--- src/rtl/ups_pkg.sv ---
package ups_pkg;

    localparam int MSG_W = 32;

    typedef enum logic [3:0] {
        OP_IDLE     = 4'd0,
        OP_RELEASE  = 4'd1,
        OP_NONEMPTY = 4'd2
    } msg_op_e;

    typedef struct packed {
        msg_op_e     op;
        logic [7:0]  chan;
        logic [7:0]  bidx;
        logic [11:0] cnt;
    } msg_t;

    typedef struct packed {
        logic        fire;
        logic [7:0]  bidx;
        logic [11:0] cnt;
    } rel_evt_t;

    function automatic msg_t mk_msg(msg_op_e op, logic [7:0] chan,
                                    logic [7:0] bidx, logic [11:0] cnt);
        msg_t m;
        m.op   = op;
        m.chan = chan;
        m.bidx = bidx;
        m.cnt  = cnt;
        return m;
    endfunction

endpackage

--- src/rtl/ups_ring_ctrl.sv ---
module ups_ring_ctrl
    import ups_pkg::*;
#(
    parameter int NBUF      = 4,
    parameter int BUF_WORDS = 4
) (
    input  logic                        clk,
    input  logic                        rst,
    input  logic                        en,
    input  logic                        fifo_empty,
    input  logic                        stall,
    input  logic                        flush_req,
    input  logic                        free_we,
    input  logic [$clog2(NBUF)-1:0]     free_idx,
    output logic                        pop,
    output logic [$clog2(NBUF)-1:0]     cur_buf,
    output logic [$clog2(BUF_WORDS)-1:0] cur_off,
    output logic                        first_data,
    output rel_evt_t                    rel
);
    localparam int BIDX_W = $clog2(NBUF);
    localparam int OFF_W  = $clog2(BUF_WORDS);

    logic [NBUF-1:0]   owned_q, owned_d;
    logic [BIDX_W-1:0] buf_q;
    logic [OFF_W-1:0]  off_q;
    logic              flush_q;
    logic              has_data, at_last, flush_any, rel_now, chan_empty;

    assign has_data   = (off_q != '0);
    assign chan_empty = (owned_q == '0) && !has_data;
    assign at_last    = (off_q == OFF_W'(BUF_WORDS - 1));
    assign flush_any  = flush_q || flush_req;
    assign pop        = en && !fifo_empty && !owned_q[buf_q] && !stall;
    assign rel_now    = pop ? (at_last || flush_any) : (flush_any && has_data);
    assign first_data = pop && chan_empty;

    assign rel.fire = rel_now;
    assign rel.bidx = 8'(buf_q);
    assign rel.cnt  = 12'(off_q) + 12'(pop);

    assign cur_buf = buf_q;
    assign cur_off = off_q;

    always_comb begin
        owned_d = owned_q;
        if (free_we) owned_d[free_idx] = 1'b0;
        if (rel_now) owned_d[buf_q]    = 1'b1;
    end

    always_ff @(posedge clk) begin
        if (rst) begin
            owned_q <= '0;
            buf_q   <= '0;
            off_q   <= '0;
            flush_q <= 1'b0;
        end else begin
            owned_q <= owned_d;
            flush_q <= flush_any && !rel_now;
            if (rel_now) begin
                buf_q <= buf_q + BIDX_W'(1);
                off_q <= '0;
            end else if (pop) begin
                off_q <= off_q + OFF_W'(1);
            end
        end
    end

endmodule

--- src/rtl/ups_msg_out.sv ---
module ups_msg_out
    import ups_pkg::*;
#(
    parameter int CHAN_ID     = 1,
    parameter int NONEMPTY_EN = 1
) (
    input  logic             clk,
    input  logic             rst,
    input  rel_evt_t         rel,
    input  logic             first_data,
    output logic             stall,
    output logic             msg_push,
    output logic [MSG_W-1:0] msg_data,
    output logic             irq
);
    localparam logic NE_ON = (NONEMPTY_EN != 0);
    localparam logic [7:0] CH = 8'(CHAN_ID);

    msg_t        msg_q;
    logic        push_q, irq_q, hold_q;
    logic [7:0]  hold_bidx;
    logic [11:0] hold_cnt;
    logic        ne_fire;

    assign ne_fire = NE_ON && first_data;

    always_ff @(posedge clk) begin
        if (rst) begin
            msg_q     <= '0;
            push_q    <= 1'b0;
            irq_q     <= 1'b0;
            hold_q    <= 1'b0;
            hold_bidx <= '0;
            hold_cnt  <= '0;
        end else begin
            irq_q <= push_q && (msg_q.op == OP_RELEASE);
            if (ne_fire) begin
                push_q    <= 1'b1;
                msg_q     <= mk_msg(OP_NONEMPTY, CH, 8'd0, 12'd0);
                hold_q    <= rel.fire;
                hold_bidx <= rel.bidx;
                hold_cnt  <= rel.cnt;
            end else if (hold_q) begin
                push_q <= 1'b1;
                msg_q  <= mk_msg(OP_RELEASE, CH, hold_bidx, hold_cnt);
                hold_q <= 1'b0;
            end else if (rel.fire) begin
                push_q <= 1'b1;
                msg_q  <= mk_msg(OP_RELEASE, CH, rel.bidx, rel.cnt);
            end else begin
                push_q <= 1'b0;
            end
        end
    end

    assign stall    = hold_q;
    assign msg_push = push_q;
    assign msg_data = msg_q;
    assign irq      = irq_q;

endmodule

--- src/rtl/ups_chan_mgr.sv ---
module ups_chan_mgr
    import ups_pkg::*;
#(
    parameter int DATA_W      = 32,
    parameter int NBUF        = 4,
    parameter int BUF_WORDS   = 64,
    parameter int CHAN_ID     = 1,
    parameter int NONEMPTY_EN = 1
) (
    input  logic                         clk,
    input  logic                         rst,
    input  logic                         en,
    input  logic                         fifo_empty,
    input  logic [DATA_W-1:0]            fifo_data,
    output logic                         fifo_rd,
    input  logic                         free_we,
    input  logic [$clog2(NBUF)-1:0]      free_idx,
    input  logic                         flush_req,
    output logic                         wr_valid,
    output logic [$clog2(NBUF)-1:0]      wr_buf,
    output logic [$clog2(BUF_WORDS)-1:0] wr_off,
    output logic [DATA_W-1:0]            wr_data,
    output logic                         msg_push,
    output logic [MSG_W-1:0]             msg_data,
    output logic                         irq
);
    localparam int BIDX_W = $clog2(NBUF);
    localparam int OFF_W  = $clog2(BUF_WORDS);

    generate
        if (DATA_W != 8 && DATA_W != 16 && DATA_W != 32)
            $error("DATA_W must be 8, 16 or 32");
        if (NBUF < 2 || NBUF > 256 || (NBUF & (NBUF - 1)) != 0)
            $error("NBUF must be a power of two in 2..256");
        if (BUF_WORDS < 2 || BUF_WORDS > 2048 || (BUF_WORDS & (BUF_WORDS - 1)) != 0)
            $error("BUF_WORDS must be a power of two in 2..2048");
        if (CHAN_ID < 1 || CHAN_ID > 255)
            $error("CHAN_ID must be 1..255");
    endgenerate

    logic              pop, stall, first_data;
    logic [BIDX_W-1:0] cur_buf;
    logic [OFF_W-1:0]  cur_off;
    rel_evt_t          rel;

    ups_ring_ctrl #(.NBUF(NBUF), .BUF_WORDS(BUF_WORDS)) u_ring (
        .clk        (clk),
        .rst        (rst),
        .en         (en),
        .fifo_empty (fifo_empty),
        .stall      (stall),
        .flush_req  (flush_req),
        .free_we    (free_we),
        .free_idx   (free_idx),
        .pop        (pop),
        .cur_buf    (cur_buf),
        .cur_off    (cur_off),
        .first_data (first_data),
        .rel        (rel)
    );

    ups_msg_out #(.CHAN_ID(CHAN_ID), .NONEMPTY_EN(NONEMPTY_EN)) u_msg (
        .clk        (clk),
        .rst        (rst),
        .rel        (rel),
        .first_data (first_data),
        .stall      (stall),
        .msg_push   (msg_push),
        .msg_data   (msg_data),
        .irq        (irq)
    );

    assign fifo_rd = pop;

    always_ff @(posedge clk) begin
        if (rst) begin
            wr_valid <= 1'b0;
            wr_buf   <= '0;
            wr_off   <= '0;
            wr_data  <= '0;
        end else begin
            wr_valid <= pop;
            if (pop) begin
                wr_buf  <= cur_buf;
                wr_off  <= cur_off;
                wr_data <= fifo_data;
            end
        end
    end

endmodule

--- config.mk ---
export PLATFORM = sky130hd
export DESIGN_NAME = ups_chan_mgr
export DESIGN_NICKNAME = d
export VERILOG_FILES = /design/src/rtl/ups_pkg.sv /design/src/rtl/ups_ring_ctrl.sv /design/src/rtl/ups_msg_out.sv /design/src/rtl/ups_chan_mgr.sv
export SDC_FILE = /design/constraint.sdc
export NUM_CORES = 1
export LEC_CHECK = 0
export ABC_AREA = 1
export BUFFER_PORTS_ARGS = -buffer_cell sky130_fd_sc_hd__buf_4
export CORE_ASPECT_RATIO = 1.5
export CORE_MARGIN = 2
export CORE_UTILIZATION = 54
export CTS_CLUSTER_SIZE = 12
export DETAILED_ROUTE_END_ITERATION = 10
export PLACE_DENSITY = 0.81
export SKIP_LAST_GASP = 1
export SYNTH_ARGS = -nofsm -noshare
export SYNTH_HDL_FRONTEND = slang
export SYNTH_HIERARCHICAL = 1
export SYNTH_SLANG_ARGS = --single-unit
--- constraint.sdc ---
create_clock -name clk -period 2.35 [get_ports clk]
set_input_delay 0.235 -clock clk [delete_from_list [all_inputs] [get_ports clk]]
set_output_delay 0.235 -clock clk [all_outputs]
set_load 0.01 [all_outputs]
Yosys cells after proc, flatten, opt, wreduce, memory -nomap -nowiden:

Index checks and enable logic that the tools add are counted.

* $add $sub $neg: 3
* $lt $le $gt $ge: 4
* equality and inequality tests: 2
* mux-type cells: 15
* bitwise operators: 4
* reductions and logical operators: 24

Operators with widths (count)
* $mux W30: 3
* $logic_and A1 B1 Y1: 10
* $mux W4: 2
* $add A6 B1 Y7: 1
* $mux W1: 7
* $add A6 B1 Y6 const B: 1
* $eq A6 B6 Y1 const B: 1
* $lt A2 B3 Y1 const B: 2
* $reduce_bool A6 Y1: 1
* $reduce_or A2 Y1: 3
* $logic_not A1 Y1: 5
* $and A4 B4 Y4: 1
* $demux W1 S2: 2
* $ge A2 B1 Y1 const B: 2
* $logic_not A4 Y1: 1
* $not A4 Y4: 1
* $or A4 B4 Y4: 1
* $reduce_bool A3 Y1: 1
* $add A2 B1 Y2 const B: 1
* $bmux W1 S2: 1
* $eq A2 B1 Y1 const B: 1
* $logic_or A1 B1 Y1: 2
* $reduce_bool A2 Y1: 1
* $not A1 Y1: 1

* bits in registers: 94
* word-level logic and storage cells: 70

Logic depth before layout (Yosys ltp):

* word-level depth: 9
* gate-level depth with buffers: 16
* gate-level depth less buffers: 13

Cells and area by module:

Netlist, hierarchy kept.

Modules (own cells, without submodules)
* ups_msg_out: instances 1, cells each 269, area an instance 1924.3 um2, seq. area each 920.9 um2
* ups_chan_mgr: instances 1, cells each 257, area an instance 1704.1 um2, seq. area each 820.8 um2
* ups_ring_ctrl: instances 1, cells each 138, area an instance 1033.5 um2, seq. area each 260.2 um2

Worst setup path after synthesis:

OpenSTA, ideal clock, no wires.

* path kind: register -> register
* start: reg u_ring.off_q[1] (netlist: u_ring/cur_off[1])
* end: reg u_msg.msg_q (netlist bit u_msg/msg_data[20])
* library setup time: 0.121 ns
* data arrival time: 1.742 ns
* setup slack: 0.487 ns
* cell stages (with the launch flop): 13
* path buffers: 3
* period minus slack after synthesis: 1.863 ns
* cell sequence: dfxtp_1 ha_1 nand3_2 nor2_1 nor2_1 nand3_2 nand2_4 inv_1 buf_4 buf_2 buf_4 nor3_1 o21ai_1

* elaborated cells on any way between the ends: 10
* classes of those cells: 1 x eq/ne; 2 x mux; 7 x reduce/logical

RTL lines
* start, declared: RTL line ups_ring_ctrl.sv:26 `logic [OFF_W-1:0] off_q;`
* start signal, assigned: RTL line ups_ring_ctrl.sv:64 `off_q <= off_q + OFF_W'(1);`
* $eq A6 B6 Y1 or $reduce_bool A6 Y1 (tied branches): RTL line ups_ring_ctrl.sv:32, ups_ring_ctrl.sv:30
* $logic_or A1 B1 Y1 or $logic_and A1 B1 Y1 (tied branches): RTL line ups_ring_ctrl.sv:35 `assign rel_now = pop ? (at_last || flush_any) : (flush_any && has_data);`
* $mux W1 *: RTL line ups_ring_ctrl.sv:35
* net u_ring.rel_now: RTL line ups_ring_ctrl.sv:28 `logic has_data, at_last, flush_any, rel_now, chan_empty;`
* $reduce_bool A3 Y1 (no source line) *
* end signal, assigned: RTL line ups_msg_out.sv:39 `msg_q <= mk_msg(OP_NONEMPTY, CH, 8'd0, 12'd0);`
* end signal, assigned: RTL line ups_msg_out.sv:45 `msg_q <= mk_msg(OP_RELEASE, CH, hold_bidx, hold_cnt);`
* end signal, assigned: RTL line ups_msg_out.sv:49 `msg_q <= mk_msg(OP_RELEASE, CH, rel.bidx, rel.cnt);`
* end, declared: RTL line ups_msg_out.sv:19 `msg_t msg_q;`

Mark *: on every way through the listed nets, which the timed path passes. The rest lies on a longest branch.
A chain may end at the register's enable or synchronous reset.

Worst setup path in the final report:

* start: reg u_ring.buf_q[1] (netlist: u_ring/cur_buf[1])
* end: out fifo_rd

* cells in the longest elaborated chain, start to end: 5

Ends and longest elaborated chain
* start, declared: RTL line ups_ring_ctrl.sv:25 `logic [BIDX_W-1:0] buf_q;`
* start signal, assigned: RTL line ups_ring_ctrl.sv:61 `buf_q <= buf_q + BIDX_W'(1);`
* $bmux W1 S2: RTL line ups_ring_ctrl.sv:34 `assign pop = en && !fifo_empty && !owned_q[buf_q] && !stall;`
* $mux W1 (not written as such): RTL line ups_ring_ctrl.sv:34
* $logic_not A1 Y1: RTL line ups_ring_ctrl.sv:34
* $logic_and A1 B1 Y1 (2 in series): RTL line ups_ring_ctrl.sv:34
* end, declared: RTL line ups_chan_mgr.sv:15 `output logic fifo_rd,`

Every way passes these cells. The select of a mux whose other input is x is not followed.

==> impl_metrics.json <==
{
  "clk_latency_ns": 0.34,
  "slowest_stage": "dfxtp_1",
  "cp.required_ns": 2.12,
  "fin_setup_tns_ns": 0,
  "grt_pass1_vias": 3691,
  "hold_path.class": "input port to flop",
  "routabilityCongestion": 0.8460,
  "yosysUniqueCellTypes": 25,
  "fin_crit_ns": 2.188,
  "cts-hold-fix-buffers": 0,
  "clock-root-buffer": "clkbuf_16",
  "viasPerCell": 4.703,
  "die_area_mm2": 0.009408,
  "async_flop_share": 0,
  "cts_setup_buffers": 0,
  "portBuffers": 106,
  "seq_area_mm2": 0.002002,
  "num-nets-final": 802,
  "crit_path_end_kind": "output pin",
  "max_stage_delay_ns": 0.50,
  "nFillCells": 720,
  "ys_warn_count": 6,
  "detailedPlacementHpwl_um": 6938,
  "grt-ovfl-total": 0,
  "rsz0062_at_grt": "no",
  "via_count": 4063,
  "place_area_mm2": 0.005340,
  "areaGrowthSynthToFinish_pct": 20.80,
  "die_w_um": 79.87,
  "final_cell_area_mm2": 0.005632,
  "ys_ff_latch": 100,
  "grt_pass1_wl_um": 15810,
  "worstSetupStartpointType": "flop",
  "crit_family": "buffers and inverters",
  "cp_num_buf_inv": 4,
  "grt_max_degree": 89,
  "status": "finished clean",
  "final-setup-viol-count": 0,
  "remaining_drc_errors": 0,
  "antenna_cells": 0,
  "h-tree-depth": 3,
  "power_mw": 4.342,
  "ys.flop_type": "dfxtp_1",
  "relSlewSlack": 0.4943,
  "path_max_fanout": 88,
  "track_usage": 0.2084,
  "clockBufferDepth": 2,
  "io_pins": 116,
  "wire_per_inst_um": 11.49,
  "drv_slew": 0,
  "arrival_ns": 1.95,
  "multiInputGateArea_mm2": 0.001997,
  "die_y_um": 117.8,
  "finish.utilization": 0.6694,
  "power.density_mw_per_mm2": 770.9,
  "syn_area_per_cell_um2": 7.021,
  "numCtsBuffers": 9,
  "wirelength_um": 9926,
  "max_cap_viol_count": 0,
  "cts_tree": "built",
  "drive_gt1_frac": 0.2008,
  "syn-instance-count": 664,
  "synth_edf_count": 0,
  "vdd_drop_max_uv": 480.0,
  "seq_area_frac_synth": 0.4294,
  "core_mm2": 0.008413,
  "skew_ns": 0.005913,
  "crit_chain": "inv_1 -> nand3_2 -> nand3_4 -> inv_2 -> buf_12 -> buf_4",
  "cellLeakagePower_nw": 2.911,
  "postCtsResizedCells": 0,
  "hold_violations": 0,
  "crit_type": "flop to output pin",
  "antenna_found_initial": 0,
  "detail-route-antenna-nets": 0,
  "rows": 41,
  "worst_slew_pin_slew_ns": 0.7567,
  "cts_sinks": 100,
  "drt_iter0_drc": 148,
  "fin_crit_sh": 0.9311,
  "max_freq_ghz": 0.4570,
  "path_clk_slew_ns": 0.06,
  "synth_area_mm2": 0.004662,
  "start_util": 0.5541,
  "first_pass_iters": 6
}
[metal layers]
layer / part of all wire / vias to the layer above / track usage
li1: - / 2132 / -
met1: 0.42 / 1770 / 0.2338
met2: 0.50 / 144 / 0.3708
met3: 0.067 / 17 / 0.04448
met4: 0.017 / 0 / 0.09004
met5: 0 / - / 0
[cell type report]
type / instances / area share
clock buffers: 12 / 0.04555
clock inverters: 2 / 0.006221
inverters: 89 / 0.05932
multi-input cells: 441 / 0.3546
flip-flops and latches: 100 / 0.3555
well taps: 107 / 0.02377
repair buffers: 113 / 0.1551
[logic make-up after synthesis]
| group | share of synthesized area |
|---|---|
| XOR/XNOR | 0.01503 |
| adder cells (fa/ha/maj) | 0.02147 |
| AO/OA/AOI/OAI | 0.03247 |
| AND/OR/NAND/NOR | 0.3422 |
| buffers and inverters | 0.1578 |
| other | 0.001611 |
| flip-flops | 0.4294 |
[registers in the layout (all words and copies together) (netlist names)]
name / count
u_msg/hold_cnt: 12
u_msg/stall: 1
wr_off: 6
u_ring/owned_q: 4
u_msg/msg_push: 1
u_msg/msg_data: 23
u_ring/flush_q: 1
wr_valid: 1
u_ring/cur_off: 6
u_msg/irq: 1
wr_data: 32
wr_buf: 2
u_msg/hold_bidx: 8
u_ring/cur_buf: 2
[report_power, final]
group,leakage (nW),total (mW),switching (mW),internal [mW]
registers,0.817,1.96,0.101,1.86
logic,1.95,0.938,0.537,0.401
clock network,0.145,1.45,0.577,0.869
[cell usage in the layout, fill, tap and decap left out, drive strengths merged]
master,synthesis,final
a21oi,12,12
nor2,112,112
bufinv,0,1
conb,2,20
xnor2,1,1
ha,8,8
o21ai,13,13
buf,52,113
nor3,5,5
dfxtp,100,100
nand3,68,68
xor2,7,7
clkinv,0,1
nand4,1,1
clkbuf,0,12
nand2,194,194
inv,89,89
[worst paths after layout]
check                                   from  depth (start not counted)  slack, ns                               to
max           u_ring/cur_buf[1]$_SDFFE_PP0P_                          6       0.16                          fifo_rd
min reg2reg  u_msg/hold_bidx[7]$_SDFFE_PP0P_                          2       0.45  u_msg/hold_bidx[7]$_SDFFE_PP0P_
max reg2reg   u_ring/cur_buf[0]$_SDFFE_PP0P_                          8       0.18   u_msg/hold_cnt[5]$_SDFFE_PP0P_
min                                flush_req                          3       0.16        u_ring/flush_q$_SDFF_PP0_
[cells in the mapped netlist (2+ instances only)]
library cell | count | share of area
nand2_4 | 3 | 0.0072
nor2_1 | 109 | 0.088
a21oi_2 | 7 | 0.013
buf_4 | 29 | 0.047
o21ai_1 | 8 | 0.0086
nand2_2 | 3 | 0.0040
nor3_1 | 5 | 0.0054
inv_1 | 84 | 0.068
inv_2 | 5 | 0.0040
nand3_2 | 3 | 0.0064
nor2_4 | 2 | 0.0048
nand2_1 | 188 | 0.15
buf_2 | 12 | 0.013
nand3_1 | 64 | 0.069
a21oi_1 | 5 | 0.0054
xor2_1 | 7 | 0.013
ha_1 | 8 | 0.021
o21ai_0 | 5 | 0.0054
dfxtp_1 | 100 | 0.43
buf_6 | 11 | 0.027
conb_1 | 2 | 0.0016
[tightest hold or removal path, cell delays in order]
cell and delay (ns):
buf_4 0.08, nor2_1 0.06, nor2_2 0.09
[per-stage QoR]
stage / hold WS, ns / instances / setup WS (ns)
finish: 0.1603 / 864 / 0.1620
CTS: 0.1525 / 864 / 0.1607
global placement: 0.4267 / 850 / 0.3534
global route: 0.1698 / 864 / 0.009906
floorplan: 0.3041 / 682 / 0.4870
detailed placement: 0.4328 / 850 / 0.2614
Note: power is estimated with default switching activity, not from simulation.
